==> config.mk <==
export PLATFORM = sky130hd
export DESIGN_NAME = xlat_cache
export DESIGN_NICKNAME = d
export VERILOG_FILES = /design/src/rtl/xlat_pkg.sv /design/src/rtl/xlat_index_hash.sv /design/src/rtl/xlat_tag_store.sv /design/src/rtl/xlat_refill_ctrl.sv /design/src/rtl/xlat_cache.sv
export SDC_FILE = /design/constraint.sdc
export NUM_CORES = 1
export LEC_CHECK = 0
export CAP_MARGIN = 20
export CORE_UTILIZATION = 60
export CTS_BUF_LIST = sky130_fd_sc_hd__clkbuf_16
export DETAILED_ROUTE_END_ITERATION = 6
export DONT_BUFFER_PORTS = 1
export PLACE_DENSITY = 0.74
export SLEW_MARGIN = 20
export SYNTH_ARGS = -nofsm -noshare
export SYNTH_HDL_FRONTEND = slang
export SYNTH_SLANG_ARGS = --single-unit
==> constraint.sdc <==
create_clock -name clk -period 8.1 [get_ports clk]
set_input_delay 1.62 -clock clk [delete_from_list [all_inputs] [get_ports clk]]
set_output_delay 1.62 -clock clk [all_outputs]
set_load 0.05 [all_outputs]
==> src/rtl/xlat_pkg.sv <==
package xlat_pkg;

    typedef enum logic [1:0] {
        ST_IDLE   = 2'd0,
        ST_PTREQ  = 2'd1,
        ST_PTWAIT = 2'd2
    } refill_st_e;

    localparam logic [1:0] PERM_RW = 2'b11;

endpackage

==> src/rtl/xlat_index_hash.sv <==
module xlat_index_hash #(
    parameter int VPN_W = 20,
    parameter int IDX_W = 4
) (
    input  logic [VPN_W-1:0] vpn,
    output logic [IDX_W-1:0] idx
);
    // fold the top field onto the bottom field
    assign idx = vpn[VPN_W-1 -: IDX_W] ^ vpn[IDX_W-1:0];
endmodule

==> src/rtl/xlat_tag_store.sv <==
module xlat_tag_store #(
    parameter int VPN_W = 20,
    parameter int PPN_W = 20,
    parameter int SLOTS = 16,
    localparam int IDX_W = $clog2(SLOTS)
) (
    input  logic             clk,
    input  logic             rst,
    input  logic             flush,
    input  logic [IDX_W-1:0] rd_idx,
    output logic             rd_valid,
    output logic [VPN_W-1:0] rd_vpn,
    output logic [PPN_W-1:0] rd_ppn,
    output logic [1:0]       rd_perm,
    input  logic             inv_en,
    input  logic [IDX_W-1:0] inv_idx,
    input  logic             wr_en,
    input  logic [IDX_W-1:0] wr_idx,
    input  logic [VPN_W-1:0] wr_vpn,
    input  logic [PPN_W-1:0] wr_ppn,
    input  logic [1:0]       wr_perm
);
    logic [SLOTS-1:0] valid_q;
    logic [SLOTS-1:0] wr_sel;
    logic [SLOTS-1:0] inv_sel;
    logic [VPN_W-1:0] tag_q  [SLOTS];
    logic [PPN_W-1:0] ppn_q  [SLOTS];
    logic [1:0]       perm_q [SLOTS];

    for (genvar i = 0; i < SLOTS; i++) begin : g_sel
        assign wr_sel[i]  = wr_en  && (wr_idx  == IDX_W'(i));
        assign inv_sel[i] = inv_en && (inv_idx == IDX_W'(i));
    end

    always_ff @(posedge clk) begin
        for (int i = 0; i < SLOTS; i++) begin
            if (rst || flush) begin
                valid_q[i] <= 1'b0;
            end else if (wr_sel[i]) begin
                valid_q[i] <= 1'b1;
            end else if (inv_sel[i]) begin
                valid_q[i] <= 1'b0;
            end
            if (wr_sel[i]) begin
                tag_q[i]  <= wr_vpn;
                ppn_q[i]  <= wr_ppn;
                perm_q[i] <= wr_perm;
            end
        end
    end

    assign rd_valid = valid_q[rd_idx];
    assign rd_vpn   = tag_q[rd_idx];
    assign rd_ppn   = ppn_q[rd_idx];
    assign rd_perm  = perm_q[rd_idx];
endmodule

==> src/rtl/xlat_refill_ctrl.sv <==
module xlat_refill_ctrl
    import xlat_pkg::*;
#(
    parameter int VPN_W = 20,
    parameter int PPN_W = 20,
    parameter int IDX_W = 4
) (
    input  logic             clk,
    input  logic             rst,
    input  logic             flush,
    input  logic             req_valid,
    input  logic [VPN_W-1:0] req_vpn,
    input  logic [IDX_W-1:0] req_idx,
    output logic             req_ready,
    input  logic             rd_valid,
    input  logic [VPN_W-1:0] rd_vpn,
    input  logic [PPN_W-1:0] rd_ppn,
    input  logic [1:0]       rd_perm,
    output logic             rsp_valid,
    output logic             rsp_hit,
    output logic [PPN_W-1:0] rsp_ppn,
    output logic [1:0]       rsp_perm,
    output logic             pt_req_valid,
    output logic [VPN_W-1:0] pt_req_vpn,
    input  logic             pt_req_ready,
    input  logic             pt_rsp_valid,
    input  logic [PPN_W-1:0] pt_rsp_ppn,
    output logic             inv_en,
    output logic [IDX_W-1:0] inv_idx,
    output logic             wr_en,
    output logic [IDX_W-1:0] wr_idx,
    output logic [VPN_W-1:0] wr_vpn,
    output logic [PPN_W-1:0] wr_ppn,
    output logic [1:0]       wr_perm
);
    refill_st_e       st_q;
    logic [VPN_W-1:0] pend_vpn_q;
    logic [IDX_W-1:0] pend_idx_q;
    logic             accept;
    logic             lk_hit;
    logic             rsp_done;

    assign req_ready = (st_q == ST_IDLE) && !flush;
    assign accept    = req_valid && req_ready;
    assign lk_hit    = rd_valid && (rd_vpn == req_vpn);
    assign rsp_done  = (st_q == ST_PTWAIT) && pt_rsp_valid;

    // first step of a refill: drop the slot's valid bit
    assign inv_en  = accept && !lk_hit;
    assign inv_idx = req_idx;
    // last step: write tag and data, set valid (flush wins)
    assign wr_en   = rsp_done && !flush;
    assign wr_idx  = pend_idx_q;
    assign wr_vpn  = pend_vpn_q;
    assign wr_ppn  = pt_rsp_ppn;
    assign wr_perm = PERM_RW;

    assign pt_req_valid = (st_q == ST_PTREQ);
    assign pt_req_vpn   = pend_vpn_q;

    always_ff @(posedge clk) begin
        if (rst) begin
            st_q       <= ST_IDLE;
            rsp_valid  <= 1'b0;
            rsp_hit    <= 1'b0;
            rsp_ppn    <= '0;
            rsp_perm   <= '0;
            pend_vpn_q <= '0;
            pend_idx_q <= '0;
        end else begin
            rsp_valid <= 1'b0;
            rsp_hit   <= 1'b0;
            unique case (st_q)
                ST_IDLE: begin
                    if (accept) begin
                        if (lk_hit) begin
                            rsp_valid <= 1'b1;
                            rsp_hit   <= 1'b1;
                            rsp_ppn   <= rd_ppn;
                            rsp_perm  <= rd_perm;
                        end else begin
                            st_q       <= ST_PTREQ;
                            pend_vpn_q <= req_vpn;
                            pend_idx_q <= req_idx;
                        end
                    end
                end
                ST_PTREQ: begin
                    if (pt_req_ready) st_q <= ST_PTWAIT;
                end
                ST_PTWAIT: begin
                    if (pt_rsp_valid) begin
                        rsp_valid <= 1'b1;
                        rsp_ppn   <= pt_rsp_ppn;
                        rsp_perm  <= PERM_RW;
                        st_q      <= ST_IDLE;
                    end
                end
                default: st_q <= ST_IDLE;
            endcase
        end
    end
endmodule

==> src/rtl/xlat_cache.sv <==
module xlat_cache #(
    parameter int VPN_W = 20,
    parameter int PPN_W = 20,
    parameter int SLOTS = 16,
    localparam int IDX_W = $clog2(SLOTS)
) (
    input  logic             clk,
    input  logic             rst,
    input  logic             flush,
    input  logic             req_valid,
    input  logic [VPN_W-1:0] req_vpn,
    output logic             req_ready,
    output logic             rsp_valid,
    output logic             rsp_hit,
    output logic [PPN_W-1:0] rsp_ppn,
    output logic [1:0]       rsp_perm,
    output logic             pt_req_valid,
    output logic [VPN_W-1:0] pt_req_vpn,
    input  logic             pt_req_ready,
    input  logic             pt_rsp_valid,
    input  logic [PPN_W-1:0] pt_rsp_ppn
);
    logic [IDX_W-1:0] req_idx;
    logic             rd_valid;
    logic [VPN_W-1:0] rd_vpn;
    logic [PPN_W-1:0] rd_ppn;
    logic [1:0]       rd_perm;
    logic             inv_en, wr_en;
    logic [IDX_W-1:0] inv_idx, wr_idx;
    logic [VPN_W-1:0] wr_vpn;
    logic [PPN_W-1:0] wr_ppn;
    logic [1:0]       wr_perm;

    xlat_index_hash #(.VPN_W(VPN_W), .IDX_W(IDX_W)) u_hash (
        .vpn (req_vpn),
        .idx (req_idx)
    );

    xlat_tag_store #(.VPN_W(VPN_W), .PPN_W(PPN_W), .SLOTS(SLOTS)) u_store (
        .clk      (clk),
        .rst      (rst),
        .flush    (flush),
        .rd_idx   (req_idx),
        .rd_valid (rd_valid),
        .rd_vpn   (rd_vpn),
        .rd_ppn   (rd_ppn),
        .rd_perm  (rd_perm),
        .inv_en   (inv_en),
        .inv_idx  (inv_idx),
        .wr_en    (wr_en),
        .wr_idx   (wr_idx),
        .wr_vpn   (wr_vpn),
        .wr_ppn   (wr_ppn),
        .wr_perm  (wr_perm)
    );

    xlat_refill_ctrl #(.VPN_W(VPN_W), .PPN_W(PPN_W), .IDX_W(IDX_W)) u_ctrl (
        .clk          (clk),
        .rst          (rst),
        .flush        (flush),
        .req_valid    (req_valid),
        .req_vpn      (req_vpn),
        .req_idx      (req_idx),
        .req_ready    (req_ready),
        .rd_valid     (rd_valid),
        .rd_vpn       (rd_vpn),
        .rd_ppn       (rd_ppn),
        .rd_perm      (rd_perm),
        .rsp_valid    (rsp_valid),
        .rsp_hit      (rsp_hit),
        .rsp_ppn      (rsp_ppn),
        .rsp_perm     (rsp_perm),
        .pt_req_valid (pt_req_valid),
        .pt_req_vpn   (pt_req_vpn),
        .pt_req_ready (pt_req_ready),
        .pt_rsp_valid (pt_rsp_valid),
        .pt_rsp_ppn   (pt_rsp_ppn),
        .inv_en       (inv_en),
        .inv_idx      (inv_idx),
        .wr_en        (wr_en),
        .wr_idx       (wr_idx),
        .wr_vpn       (wr_vpn),
        .wr_ppn       (wr_ppn),
        .wr_perm      (wr_perm)
    );
endmodule

==> qor.txt <==
Setup Viol. Count Final = 0
Critical path arrival = 6070 ps
Postcts setup bufs = 0
Final nets = 1463
DR iter-0 viols = 1763
Final worst slack = 2520 ps
R2R depth = 6
Chip width = 216 um
Site Rows = 78
Vias per cell = 6.80
Remaining Overflow, GRT = 0
Initial Utilization = 60.8%
Setup crit start = req_vpn[2]
Filler cell count = 2848
Async SR Flop Fraction = 0%
Gates resized, CTS repair = 0
Syn Nets = 1424
Cell taking the most area after synthesis = edfxtp_1
Fin crit period = 5580 ps
Startpoint types = input port
Synth top area share = 69.8%
Top cells by area, synth = edfxtp_1, mux4_2, dfxtp_1
Max-slew headroom = 25.1%
WHS = 490 ps
Post-Synthesis Cells = 1378
Post-synth EDFFs = 640
Clk_lat worst skew = 600 ps
Most common cell in the netlist = edfxtp_1
#FFs+latches synth = 705
Crit-path max FO = 16
Tcrit/Tclk final = 68.9%
Setup Skew = 26.8 ps
Maximum vdd drop = 0.251 mV
Least-Margin Pin Slew = 1120 ps
Largest family of logic cells by synthesized area = multiplexers
Number of global-route vias before repair = 14400
Hold Path Class = flip-flop to flip-flop
Power density over the cells = 247 nW/um^2
Clock Pin Slew Worst Setup and Hold Paths = 70 ps
Antenna-violating nets left = 0
Core box area = 45300 um^2
Clk root buf = clkbuf_16
Largest net degree at the start of global routing = 103
Antenna diodes = 0
Post-Synth XOR/XNOR Area = 0.881%
CP Capture Point = u_ctrl.pt_req_vpn[8]
Post-synthesis cell area = 27500 um^2
Critical path class = input port to flip-flop
Sequential share of the synthesized area = 74.5%
Pre-CTS setup slack = 1910 ps
Initial antenna violation count = 0
DR pass1 iterations = 5
H-tree depth reported by CTS = 3
Io pins = 92
RSZ-0062 raised after global routing = false
FF-to-FF setup slack = 4370 ps
Share of layout cells above drive strength 1 = 23.0%
CP required = 8590 ps
DRC = 0
Vias post-DR = 14100
First-pass GRT wire length = 94500 um
Mux share of post-synthesis cell area = 16.3%
Post-CTS Hold Fix Bufs = 0
Final Max Slew Viols = 0
CTS tree = built
Final total power = 0.00758 W
CTS buffer count = 69
List of most frequent post-synthesis cells = edfxtp_1, mux4_2, nor2_1, dfxtp_1
HPWL Detailed = 36000 um
YS warnings = 0
CTS sink count = 705
Final Hold Fails = 0
Adder-Cell Fraction of Synth Area = 0%
Port Buffers = 0
Post-synthesis simple-gate area fraction = 4.66%
Fin area = 30600 um^2
Setup TNS = 0 ps
Clock Path Buffers = 3
Die area = 46800 um^2
Distinct cells, synth = 52
CP endpoint kind = flip-flop
Area Overhead vs Synth = 11.2%
Critical R2R Launch = u_ctrl.st_q[1]
Post-synthesis compound-gate area fraction = 2.16%
Placed Area = 28500 um^2
Status = complete, no violations
Avg Synthesized Cell Area = 20.0 um^2
WL/cell = 31.0 um
Gpl congestion = 0.879
Main flop type after synthesis = edfxtp_1
Drt total wl = 64300 um
Max Cap Viol = 0
GR Util All Layers = 28.3%
Fmax = 0.179 GHz
Die Y = 216 um
Static Leak = 9.58 nW
Capture point of the worst reg-to-reg path = u_store.tag_q[14][10]
[metal layers]
metal | vias up | global-route usage, % | wire length, um
met5 | - | 0 | 57
met4 | 2 | 10.3 | 1970
met3 | 129 | 6.05 | 6000
met2 | 776 | 45.0 | 31500
met1 | 7438 | 39.4 | 24800
li1 | 5748 | - | -
[worst min-delay path by stage]
stage                   startpoint                   to  slack (ps)  cells after the start
6_report        u_store.valid_q[8]   u_store.valid_q[8]         490                      2
3_5_place_dp   u_store.valid_q[14]  u_store.valid_q[14]         480                      2
2_1_floorplan   u_store.valid_q[8]   u_store.valid_q[8]         450                      2
3_3_place_gp    u_store.valid_q[8]   u_store.valid_q[8]         460                      2
4_1_cts         u_store.valid_q[8]   u_store.valid_q[8]         490                      2
5_1_grt         u_store.valid_q[8]   u_store.valid_q[8]         520                      2
[kinds of logic (layout without fill, tap and decap cells)]
family | Yosys count | in the layout
flip-flops | 705 | 705
AND/OR/NAND/NOR | 264 | 264
multiplexers | 222 | 222
AO/OA/AOI/OAI | 80 | 80
XOR/XNOR | 26 | 26
buffers and inverters | 81 | 174
[cell usage in the layout (no fill, tap or decap), types with 22 or more instances in the layout]
cell       Yosys  final
inv_1          3     30
clkbuf_16      0     73
nor3_1        48     43
nand2_1       48     47
edfxtp_1     640    640
mux2i_1       43     43
buf_4          3     41
dfxtp_1       65     64
and2_1        22     22
nor2_1        96     82
mux4_2       175    175
[critical path, cell delays in order]
cell and delay (ps):
xor2_2 770, buf_4 420, nand2_1 500, nor2_1 290
nor4_1 100, xnor2_1 180, nor4bb_1 410, nand4_2 230
o31ai_4 760, buf_4 460, mux2i_1 240, nor2_1 70
[per-stage QoR]
step	std cells	util, %
after detailed placement	1946	62.9
after global routing	2071	67.7
final	2071	67.7
after global placement	1944	62.8
after floorplan	1378	-
after CTS	2071	67.6
[report_power, final]
part           total (W)  internal, W  switching [W]
sequential       0.00402      0.00397      0.0000495
combinational   0.000519     0.000242       0.000277
clock            0.00303      0.00174        0.00129
[final cells by class]
| class | instances | area, um^2 | share of cell area [%] |
|---|---|---|---|
| Tap cell | 600 | 751 | 2.45 |
| Clock buffer | 73 | 1830 | 5.96 |
| Multi-Input combinational cell | 592 | 6790 | 22.2 |
| Timing Repair Buffer | 46 | 423 | 1.38 |
| Clock inverter | 52 | 309 | 1.01 |
| Sequential cell | 705 | 20500 | 67.0 |
| Inverter | 3 | 11.3 | 0.0368 |
[registers in the layout, indices dropped and copies added, names as in the netlist]
name / flops
u_ctrl.rsp_perm: 1
u_ctrl.wr_idx: 4
u_store.ppn_q: 320
u_store.tag_q: 320
u_ctrl.rsp_ppn: 20
u_ctrl.st_q: 2
u_ctrl.pt_req_vpn: 20
u_ctrl.rsp_hit: 1
u_ctrl.rsp_valid: 1
u_store.valid_q: 16
Power figures use the tool's default switching activity.
